$ cat src/rtl/mpu_pkg.sv
package mpu_pkg;
  // AHB transfer type codes
  localparam logic [1:0] TR_IDLE   = 2'b00;
  localparam logic [1:0] TR_NONSEQ = 2'b10;

  // Rights bit positions inside a window's permission field
  localparam int PB_PRIV_RD = 0;
  localparam int PB_PRIV_WR = 1;
  localparam int PB_USER_RD = 2;
  localparam int PB_USER_WR = 3;
  localparam int PERM_W     = 4;

  typedef enum logic [1:0] {
    RSP_OK   = 2'b00,
    RSP_ERR1 = 2'b01,
    RSP_ERR2 = 2'b10
  } rsp_state_t;
endpackage

$ cat src/rtl/mpu_region_file.sv
module mpu_region_file
  import mpu_pkg::*;
#(
  parameter int N_RGN = 8,
  parameter int AW    = 32,
  localparam int IW   = $clog2(N_RGN)
) (
  input  logic                           clk,
  input  logic                           rst_n,
  input  logic                           we,
  input  logic [IW-1:0]                  idx,
  input  logic [AW-1:0]                  lo,
  input  logic [AW-1:0]                  hi,
  input  logic                           en,
  input  logic [PERM_W-1:0]              perm,
  output logic [N_RGN-1:0][AW-1:0]       rg_lo,
  output logic [N_RGN-1:0][AW-1:0]       rg_hi,
  output logic [N_RGN-1:0]               rg_en,
  output logic [N_RGN-1:0][PERM_W-1:0]   rg_perm
);
  for (genvar g = 0; g < N_RGN; g++) begin : g_rgn
    logic load;
    assign load = we && (idx == IW'(g));

    always_ff @(posedge clk or negedge rst_n) begin
      if (!rst_n) begin
        rg_lo[g]   <= '0;
        rg_hi[g]   <= '0;
        rg_en[g]   <= 1'b0;
        rg_perm[g] <= '0;
      end else if (load) begin
        rg_lo[g]   <= lo;
        rg_hi[g]   <= hi;
        rg_en[g]   <= en;
        rg_perm[g] <= perm;
      end
    end
  end
endmodule

$ cat src/rtl/mpu_region_match.sv
module mpu_region_match
  import mpu_pkg::*;
#(
  parameter int N_RGN = 8,
  parameter int AW    = 32
) (
  input  logic [AW-1:0]                  addr,
  input  logic [N_RGN-1:0][AW-1:0]       rg_lo,
  input  logic [N_RGN-1:0][AW-1:0]       rg_hi,
  input  logic [N_RGN-1:0]               rg_en,
  input  logic [N_RGN-1:0][PERM_W-1:0]   rg_perm,
  output logic                           hit_any,
  output logic [PERM_W-1:0]              hit_perm
);
  logic [N_RGN-1:0] hit_vec;

  for (genvar g = 0; g < N_RGN; g++) begin : g_cmp
    assign hit_vec[g] = rg_en[g] && (addr >= rg_lo[g]) && (addr <= rg_hi[g]);
  end

  // Lowest index wins: scan from the top so the last assignment is the winner
  always_comb begin
    hit_any  = 1'b0;
    hit_perm = '0;
    for (int i = N_RGN - 1; i >= 0; i--) begin
      if (hit_vec[i]) begin
        hit_any  = 1'b1;
        hit_perm = rg_perm[i];
      end
    end
  end
endmodule

$ cat src/rtl/mpu_err_resp.sv
module mpu_err_resp
  import mpu_pkg::*;
(
  input  logic clk,
  input  logic rst_n,
  input  logic start,
  output logic err_wait,
  output logic err_last
);
  rsp_state_t st_q, st_d;

  always_comb begin
    st_d = st_q;
    case (st_q)
      RSP_OK:   if (start) st_d = RSP_ERR1;
      RSP_ERR1: st_d = RSP_ERR2;
      RSP_ERR2: st_d = start ? RSP_ERR1 : RSP_OK;
      default:  st_d = RSP_OK;
    endcase
  end

  always_ff @(posedge clk or negedge rst_n) begin
    if (!rst_n) st_q <= RSP_OK;
    else        st_q <= st_d;
  end

  assign err_wait = (st_q == RSP_ERR1);
  assign err_last = (st_q == RSP_ERR2);
endmodule

$ cat src/rtl/ahb_region_guard.sv
module ahb_region_guard
  import mpu_pkg::*;
#(
  parameter int N_RGN = 8,
  parameter int AW    = 32,
  parameter int DW    = 32,
  parameter int MW    = 4,
  localparam int IW   = $clog2(N_RGN),
  localparam int ECW  = 10 + MW
) (
  input  logic              clk,
  input  logic              rst_n,
  input  logic              cfg_we,
  input  logic [IW-1:0]     cfg_idx,
  input  logic [AW-1:0]     cfg_lo,
  input  logic [AW-1:0]     cfg_hi,
  input  logic              cfg_en,
  input  logic [PERM_W-1:0] cfg_perm,
  input  logic              stop_en,
  input  logic              prot_ovr_en,
  input  logic              prot_ovr_val,
  input  logic              flag_clr,
  input  logic [AW-1:0]     m_haddr,
  input  logic [1:0]        m_htrans,
  input  logic              m_hwrite,
  input  logic [2:0]        m_hsize,
  input  logic [3:0]        m_hprot,
  input  logic [MW-1:0]     m_hmaster,
  input  logic [DW-1:0]     m_hwdata,
  output logic [DW-1:0]     m_hrdata,
  output logic              m_hready,
  output logic              m_hresp,
  output logic [AW-1:0]     s_haddr,
  output logic [1:0]        s_htrans,
  output logic              s_hwrite,
  output logic [2:0]        s_hsize,
  output logic [3:0]        s_hprot,
  output logic [DW-1:0]     s_hwdata,
  input  logic [DW-1:0]     s_hrdata,
  input  logic              s_hready,
  input  logic              s_hresp,
  output logic              viol_irq,
  output logic [AW-1:0]     err_addr,
  output logic [ECW-1:0]    err_ctrl
);
  logic [N_RGN-1:0][AW-1:0]     rg_lo, rg_hi;
  logic [N_RGN-1:0]             rg_en;
  logic [N_RGN-1:0][PERM_W-1:0] rg_perm;
  logic                         hit_any;
  logic [PERM_W-1:0]            hit_perm;
  logic                         err_wait, err_last;
  logic                         flag_q, flag_d;
  logic [AW-1:0]                eaddr_q, eaddr_d;
  logic [ECW-1:0]               ectrl_q, ectrl_d;
  logic                         accept, permit, deny, viol, start_err;
  logic [1:0]                   right_sel;

  mpu_region_file #(.N_RGN(N_RGN), .AW(AW)) u_rfile (
    .clk     (clk),
    .rst_n   (rst_n),
    .we      (cfg_we),
    .idx     (cfg_idx),
    .lo      (cfg_lo),
    .hi      (cfg_hi),
    .en      (cfg_en),
    .perm    (cfg_perm),
    .rg_lo   (rg_lo),
    .rg_hi   (rg_hi),
    .rg_en   (rg_en),
    .rg_perm (rg_perm)
  );

  mpu_region_match #(.N_RGN(N_RGN), .AW(AW)) u_match (
    .addr     (m_haddr),
    .rg_lo    (rg_lo),
    .rg_hi    (rg_hi),
    .rg_en    (rg_en),
    .rg_perm  (rg_perm),
    .hit_any  (hit_any),
    .hit_perm (hit_perm)
  );

  mpu_err_resp u_rsp (
    .clk      (clk),
    .rst_n    (rst_n),
    .start    (start_err),
    .err_wait (err_wait),
    .err_last (err_last)
  );

  // Rights selection: always uses the master's own privileged bit
  assign right_sel = {~m_hprot[1], m_hwrite};
  assign permit    = hit_any && hit_perm[right_sel];

  assign m_hready  = err_wait ? 1'b0 : (err_last ? 1'b1 : s_hready);
  assign m_hresp   = (err_wait || err_last) ? 1'b1 : s_hresp;
  assign m_hrdata  = s_hrdata;

  assign accept    = m_htrans[1] && m_hready;
  assign deny      = stop_en || flag_q || !permit;
  assign start_err = accept && deny;
  assign viol      = accept && !stop_en && !flag_q && !permit;

  // Downstream address phase
  assign s_haddr   = m_haddr;
  assign s_hwrite  = m_hwrite;
  assign s_hsize   = m_hsize;
  assign s_hwdata  = m_hwdata;
  assign s_htrans  = (err_wait || (m_htrans[1] && deny)) ? TR_IDLE : m_htrans;

  always_comb begin
    s_hprot = m_hprot;
    if (prot_ovr_en) s_hprot[1] = prot_ovr_val;
  end

  // Sticky flag and capture registers
  always_comb begin
    flag_d  = flag_q;
    eaddr_d = eaddr_q;
    ectrl_d = ectrl_q;
    if (viol) begin
      flag_d  = 1'b1;
      eaddr_d = m_haddr;
      ectrl_d = {m_htrans, m_hmaster, m_hprot, m_hsize, m_hwrite};
    end else if (flag_clr) begin
      flag_d  = 1'b0;
    end
  end

  always_ff @(posedge clk or negedge rst_n) begin
    if (!rst_n) begin
      flag_q  <= 1'b0;
      eaddr_q <= '0;
      ectrl_q <= '0;
    end else begin
      flag_q  <= flag_d;
      if (viol) begin
        eaddr_q <= eaddr_d;
        ectrl_q <= ectrl_d;
      end
    end
  end

  assign viol_irq = flag_q;
  assign err_addr = eaddr_q;
  assign err_ctrl = ectrl_q;
endmodule

$ cat config.mk
export PLATFORM = sky130hd
export DESIGN_NAME = ahb_region_guard
export DESIGN_NICKNAME = d
export VERILOG_FILES = /design/src/rtl/mpu_pkg.sv /design/src/rtl/mpu_region_file.sv /design/src/rtl/mpu_region_match.sv /design/src/rtl/mpu_err_resp.sv /design/src/rtl/ahb_region_guard.sv
export SDC_FILE = /design/constraint.sdc
export NUM_CORES = 1
export LEC_CHECK = 0
export CORE_MARGIN = 5
export CORE_UTILIZATION = 50
export DETAILED_ROUTE_END_ITERATION = 8
export DONT_BUFFER_PORTS = 1
export PLACE_DENSITY_LB_ADDON = 0.15
export SKIP_CTS_REPAIR_TIMING = 1
export SLEW_MARGIN = 10
export SYNTH_ARGS = -nofsm -noshare
export SYNTH_HDL_FRONTEND = slang
export SYNTH_HIERARCHICAL = 1
export SYNTH_SLANG_ARGS = --single-unit
$ cat constraint.sdc
create_clock -name clk -period 5.2 [get_ports clk]
set_input_delay 0.52 -clock clk [delete_from_list [all_inputs] [get_ports clk]]
set_output_delay 0.52 -clock clk [all_outputs]
set_load 0.03 [all_outputs]
==> flow_summary.json, run 1 <==
{
  "hpwl_um": 75000,
  "fin_nets": 4082,
  "r2r_cells": 16,
  "ant_nets": 0,
  "die_w_um": 285,
  "synth_fp_nets": 4186,
  "wl_um": 111000,
  "antenna_found_initial": 1,
  "cp-end-kind": "output pin",
  "timing.final.crit_share_pct": 98.8,
  "fin_hold_ws_ps": -353,
  "first_iter_violations": 1546,
  "tightest_slew_ps": 2230,
  "placed_cell_area_um2": 38100,
  "hp-class": "in2async",
  "cts_inserted_buffers": 73,
  "grt_pass1_vias": 27500,
  "ios": 346,
  "cts-root-buf": "clkbuf_16",
  "r2r_end": "err_addr[2]",
  "clock_path_buffers": 3,
  "outcome": "complete, but fails checks",
  "rsz0062_at_grt": "false",
  "grt_usage_pct": 26.7,
  "finalHoldViolCount": 367,
  "drv_cap": 0,
  "clk_pin_slew_ps": 60,
  "ys.warnings.count": 6,
  "fin_setup_tns_ps": 0,
  "final_area_um2": 40600,
  "die_y_um": 285,
  "design.core.area_um2": 75600,
  "syn_area_per_cell_um2": 10.9,
  "ir_drop_v": 0.000263,
  "ff2ff_setup_slack_ps": 440,
  "critPathArrivalTime_ps": 4620,
  "syn_area_um2": 37900,
  "synth-edff-count": 0,
  "num_rows": 101,
  "gr-total-overflow": 0,
  "synth-async-reset-ratio_pct": 100,
  "synth_seq_cells": 601,
  "p_leak_uw": 0.0195,
  "start_util_pct": 50.2,
  "grt_max_degree": 602,
  "die-area_um2": 81400,
  "startpoint_type": "register",
  "crit_required_ps": 4680,
  "clk_latency_ps": 610,
  "num_antenna_cells": 0,
  "drc_errors": 0,
  "first_pass_iters": 5,
  "synth_flop_cell": "dfrtp_1",
  "final.setup.worst_slack_ps": 63.7,
  "synthCells": 3483,
  "worstSetupPathType": "reg2out",
  "crit_fanout": 7,
  "slew_viol_final": 245,
  "syn2layout_area_growth_pct": 7.03,
  "p_per_area_nw_per_um2": 419,
  "multi_input_area_um2": 19600,
  "place.gp.congestion": 0.880,
  "htree_levels": 3,
  "ys_types": 76,
  "register_area_um2": 15000,
  "nFillCells": 6677,
  "grt_pass1_wl_um": 168000,
  "timing.rr.start": "u_rfile/rg_hi[125]",
  "period_minus_slack_ps": 5140,
  "fmax_mhz": 195,
  "vias": 26400,
  "cts_tree": "built",
  "viasPerCell": 5.99,
  "setup_viol": 0,
  "drive_gt1_share_pct": 22.5,
  "relSlewSlack_pct": -48.8,
  "cts_sinks": 601,
  "yosysSeqAreaShare_pct": 39.7,
  "violations": "negative hold slack, max-slew violations",
  "wl_per_cell_um": 25.1,
  "numPortBuffers": 0,
  "clock-skew-final_ps": 21.0,
  "pre_cts_slack_ps": -120
}
## cell type report
cell class | count | area share (%)
Clock buffer | 108 | 5.45
Inverter | 526 | 4.87
Multi-Input combinational cell | 2129 | 48.4
Clock inverter | 13 | 0.327
Tap cell | 978 | 3.02
Sequential cell | 601 | 37.1
Timing Repair Buffer | 48 | 0.888
## critical path: stages (launching register included)
cell,delay [ps]
dfrtp_1,350
inv_1,50
ha_1,290
nand4_1,130
or2_1,320
or3_1,440
a31oi_1,240
o31ai_1,120
buf_4,170
and2_4,180
nor4b_1,780
nand2_1,250
and2_1,240
nand3_1,120
a21oi_1,90
buf_4,220
## logic make-up (layout without fill, tap and decap cells)
kind of cell / after synthesis / after routing / synth area share, %
adders and majority gates: 512 / 512 / 16.9
muxes: 558 / 558 / 16.6
buffers and inverters: 753 / 695 / 8.96
and+or+nand+nor: 474 / 474 / 6.87
AOI/OAI and AO/OA: 585 / 585 / 11.0
DFF: 601 / 601 / 39.7
## flip-flops by register name (all words and copies together), names as in the netlist
| signal | cells |
|---|---|
| u_rsp/st_q | 2 |
| u_rfile/rg_en | 8 |
| err_addr | 32 |
| u_rfile/rg_perm | 32 |
| u_rfile/rg_lo | 256 |
| u_rfile/rg_hi | 256 |
| err_ctrl | 14 |
| viol_irq | 1 |
## power by group
| group | total, µW | internal (µW) | leakage, µW | switching [µW] |
|---|---|---|---|---|
| clock network | 5020 | 3020 | 0.00116 | 2000 |
| registers | 6890 | 5800 | 0.00717 | 1090 |
| logic | 5110 | 2370 | 0.0112 | 2740 |
| total | 17000 | 11200 | 0.0195 | 5820 |
## cell usage after synthesis, types with 50 or more instances
cell type  count  area share, %
a21o_1        72            1.4
a21oi_1      149            2.0
and3_1        50           0.83
buf_2         69           0.91
buf_4        109            2.2
dfrtp_1      601             40
ha_1         512             17
inv_1        526            5.2
mux2_2       541             16
nand2_1       91           0.90
nand4_1      129            2.1
nor2_1        56           0.55
o21ai_0       63           0.83
o31ai_1       52            1.0
## layer usage
layer	global-route usage [%]	part of all wire, %	up-vias
li1	-	-	12200
met1	35.3	44	13300
met2	44.6	47	715
met3	5.02	5.8	216
met4	8.68	3.4	2
met5	0.119	0.012	-
## through the flow
step / instances / util (%) / power (µW)
after floorplan: 3483 / - / 10800
after global placement: 4282 / 50.5 / 11700
after detailed placement: 4282 / 50.5 / 12000
after CTS: 4403 / 53.6 / 17100
after global routing: 4403 / 53.7 / 18100
final: 4403 / 53.7 / 17000
## worst max path at each step
stage,slack [ps],end,start
floorplan,720,s_htrans[0],m_haddr[0]
global placement,-110,err_addr[1],m_haddr[0]
detailed placement,-120,viol_irq,m_haddr[0]
CTS,-210,s_htrans[0],u_rfile/rg_lo[41]
global route,2,s_htrans[1],u_rfile/rg_hi[235]
finish,60,s_htrans[1],u_rfile/rg_hi[125]
## placed cells by master (no fill, tap or decap), types with 47 or more instances in the layout
cell       count
ha_1         512
inv_1        526
o31ai_1       52
nand2_1       91
and3_1        50
dfrtp_1      601
buf_4         48
o21ai_0       63
nor2_1        54
a21oi_1      147
nand4_1      129
a32oi_1       47
mux2_2       541
a21o_1        72
clkbuf_16     76
(Power assumes the default switching activity.)
==> inputs of run 2 (changes only) <==
--- a/config.mk
+++ b/config.mk
@@ -7,4 +7,6 @@
 export LEC_CHECK = 0
+export ABC_CLOCK_PERIOD_IN_PS = 5200
 export CORE_MARGIN = 5
 export CORE_UTILIZATION = 50
+export CTS_BUF_LIST = sky130_fd_sc_hd__clkbuf_16
 export DETAILED_ROUTE_END_ITERATION = 8
==> constraint.sdc (replaced) <==
create_clock -name clk -period 5.2 [get_ports clk]
set_input_delay 0.78 -clock clk [delete_from_list [all_inputs] [get_ports clk]]
set_output_delay 0.78 -clock clk [all_outputs]
set_load 0.03 [all_outputs]
==> run 2 against run 1 <==
Compared with the run above:
- the run still ends with negative hold slack, max-slew violations left
- via count rose by 1.7%
- core utilization rose by 0.24 points
- wire length rose by 0.45%
- largest cell class unchanged
- worst setup slack improved by 11 ps
- combinational power rose by 4%
- count of clock-buffer cells in the layout fell by 33
==> flow_summary.json, run 2 (same netlist as run 1, synthesis figures left out) <==
{
  "comb_power_share_pct": 31.1,
  "crit_fanout": 4,
  "switching_share_pct": 35.0,
  "cp_common_cell": "buf_4",
  "antenna_found_initial": 2,
  "drv_cap": 0,
  "ant_nets": 0,
  "p_leak_uw": 0.0197,
  "grt_usage_pct": 26.7,
  "wl_um": 111000,
  "die_w_um": 285,
  "grt_pass1_wl_um": 169000,
  "slew_viol_final": 354,
  "drc_errors": 0,
  "cpPeakStageDelay_ps": 460,
  "ff2ff_setup_slack_ps": 610,
  "viasPerCell": 6.05,
  "hpwl_um": 75000,
  "gr-total-overflow": 0,
  "numPortBuffers": 0,
  "grt_max_degree": 602,
  "cts_tree": "built",
  "final.setup.worst_slack_ps": 74.5,
  "hp-class": "in2async",
  "die_y_um": 285,
  "fin_hold_ws_ps": -108,
  "p_sw_uw": 5960,
  "clock-skew-final_ps": 19.3,
  "crit_required_ps": 4420,
  "clk_latency_ps": 610,
  "cpMaxStageDelayCell": "a221oi_1",
  "nFillCells": 6609,
  "violations": "negative hold slack, max-slew violations",
  "critPathArrivalTime_ps": 4350,
  "cts_inserted_buffers": 72,
  "first_pass_iters": 5,
  "ios": 346,
  "seqPwrFrac_pct": 40.4,
  "period_minus_slack_ps": 5130,
  "drive_gt1_share_pct": 23.0,
  "cts_sinks": 601,
  "r2r_end": "err_ctrl[6]",
  "fmax_mhz": 195,
  "timing.rr.start": "u_rfile/rg_hi[241]",
  "place.gp.congestion": 0.882,
  "top_regs": "u_rfile/rg_hi (256), u_rfile/rg_lo (256)",
  "crit_chain": "inv_1 > ha_1 > a21oi_1 > o21ai_0 > a221oi_1 > buf_4 > a22oi_1 > a211oi_1 > buf_4 > nand2_1 > mux2i_1 > o221ai_2 > a32oi_1 > mux2_4 > nand3_2 > buf_4 > a21oi_1 > buf_4",
  "tightest_slew_ps": 2440,
  "clk_pin_slew_ps": 60,
  "pwr-share-clk_pct": 28.4,
  "r2r_cells": 19,
  "relSlewSlack_pct": -62.6,
  "finalHoldViolCount": 87,
  "first_iter_violations": 1662,
  "pre_cts_slack_ps": -94.7,
  "start_util_pct": 50.2,
  "syn2layout_area_growth_pct": 7.52,
  "grt_pass1_vias": 27900,
  "timing.final.crit_share_pct": 98.6,
  "intPower_uw": 11100,
  "num_rows": 101,
  "cts-root-buf": "clkbuf_16",
  "rsz0062_at_grt": "true",
  "die-area_um2": 81400,
  "vias": 26800,
  "fin_setup_tns_ps": 0,
  "num_antenna_cells": 0,
  "setup_viol": 0,
  "outcome": "complete, but fails checks",
  "p_per_area_nw_per_um2": 418,
  "wl_per_cell_um": 25.1,
  "fin_nets": 4103,
  "worstSetupPathType": "reg2out",
  "cp-end-kind": "output pin",
  "design.core.area_um2": 75600,
  "clock_path_buffers": 3,
  "ir_drop_v": 0.000279,
  "layout_commonest_cell": "dfrtp_1",
  "startpoint_type": "register",
  "layout_common_cells": "dfrtp_1, mux2_2, inv_1, ha_1, a21oi_1",
  "htree_levels": 3
}
[run 2: cell count changes in the layout (fill, tap and decap cells not counted), moves of 6 or more]
cell / previous run / this run
clkbuf_1: 13 / 0
clkinv_2: 8 / 14
clkinv_1: 0 / 20
buf_4: 48 / 67
inv_1: 526 / 537
clkbuf_8: 19 / 0
[run 2: cell type report]
class | instances | area [µm²] | area share (%)
clock buffers | 75 | 1880 | 4.60
clock inverters | 53 | 340 | 0.835
inverters | 526 | 1970 | 4.84
multi-input cells | 2129 | 19700 | 48.5
flip-flops and latches | 601 | 15000 | 36.9
well taps | 978 | 1220 | 3.00
repair buffers | 70 | 554 | 1.36
[run 2: per-layer routing]
layer	vias up	track usage, %	part of all wire [%]
li1	12200	-	-
met1	13600	35.5	44
met2	761	44.1	47
met3	191	5.63	6.1
met4	2	8.05	2.9
met5	-	0.119	0.012
[run 2: worst max-delay path, delay by kind of cell, from the launching register on]
kind	cells	cell delay (ps)
DFF	1	340
adders and majority gates	1	300
buffers and inverters	5	800
AOI/OAI and AO/OA	8	1730
and+or+nand+nor	2	150
muxes	2	410
[run 2: power groups by stage]
stage	Sequential, µW	Clock (µW)	Combinational, µW
2_1_floorplan	6690	0	4080
3_3_place_gp	6910	0	4860
3_5_place_dp	6960	0	5100
4_1_cts	6880	4960	5140
5_1_grt	7020	5150	5890
6_report	6890	4850	5300
[run 2: how the worst max path moves through the flow]
| stage | cells after the start | startpoint | slack, ps | endpoint |
|---|---|---|---|---|
| after global placement | 17 | m_haddr[0] | -110 | s_htrans[1] |
| after global routing | 17 | u_rfile/rg_lo[252] | -100 | s_htrans[1] |
| after floorplan | 15 | m_haddr[0] | 200 | s_htrans[0] |
| after CTS | 14 | u_rfile/rg_lo[109] | -360 | s_htrans[1] |
| final | 18 | u_rfile/rg_hi[241] | 70 | s_htrans[1] |
| after detailed placement | 17 | m_haddr[0] | -90 | s_htrans[0] |
[run 2: metrics by stage]
stage	utilization [%]	std cells	power, µW	cell area (µm²)
5_1_grt	53.9	4432	18100	40800
3_5_place_dp	50.7	4302	12100	38300
3_3_place_gp	50.7	4302	11800	38300
6_report	53.9	4432	17000	40800
4_1_cts	53.6	4430	17000	40500
2_1_floorplan	-	3483	10800	37900
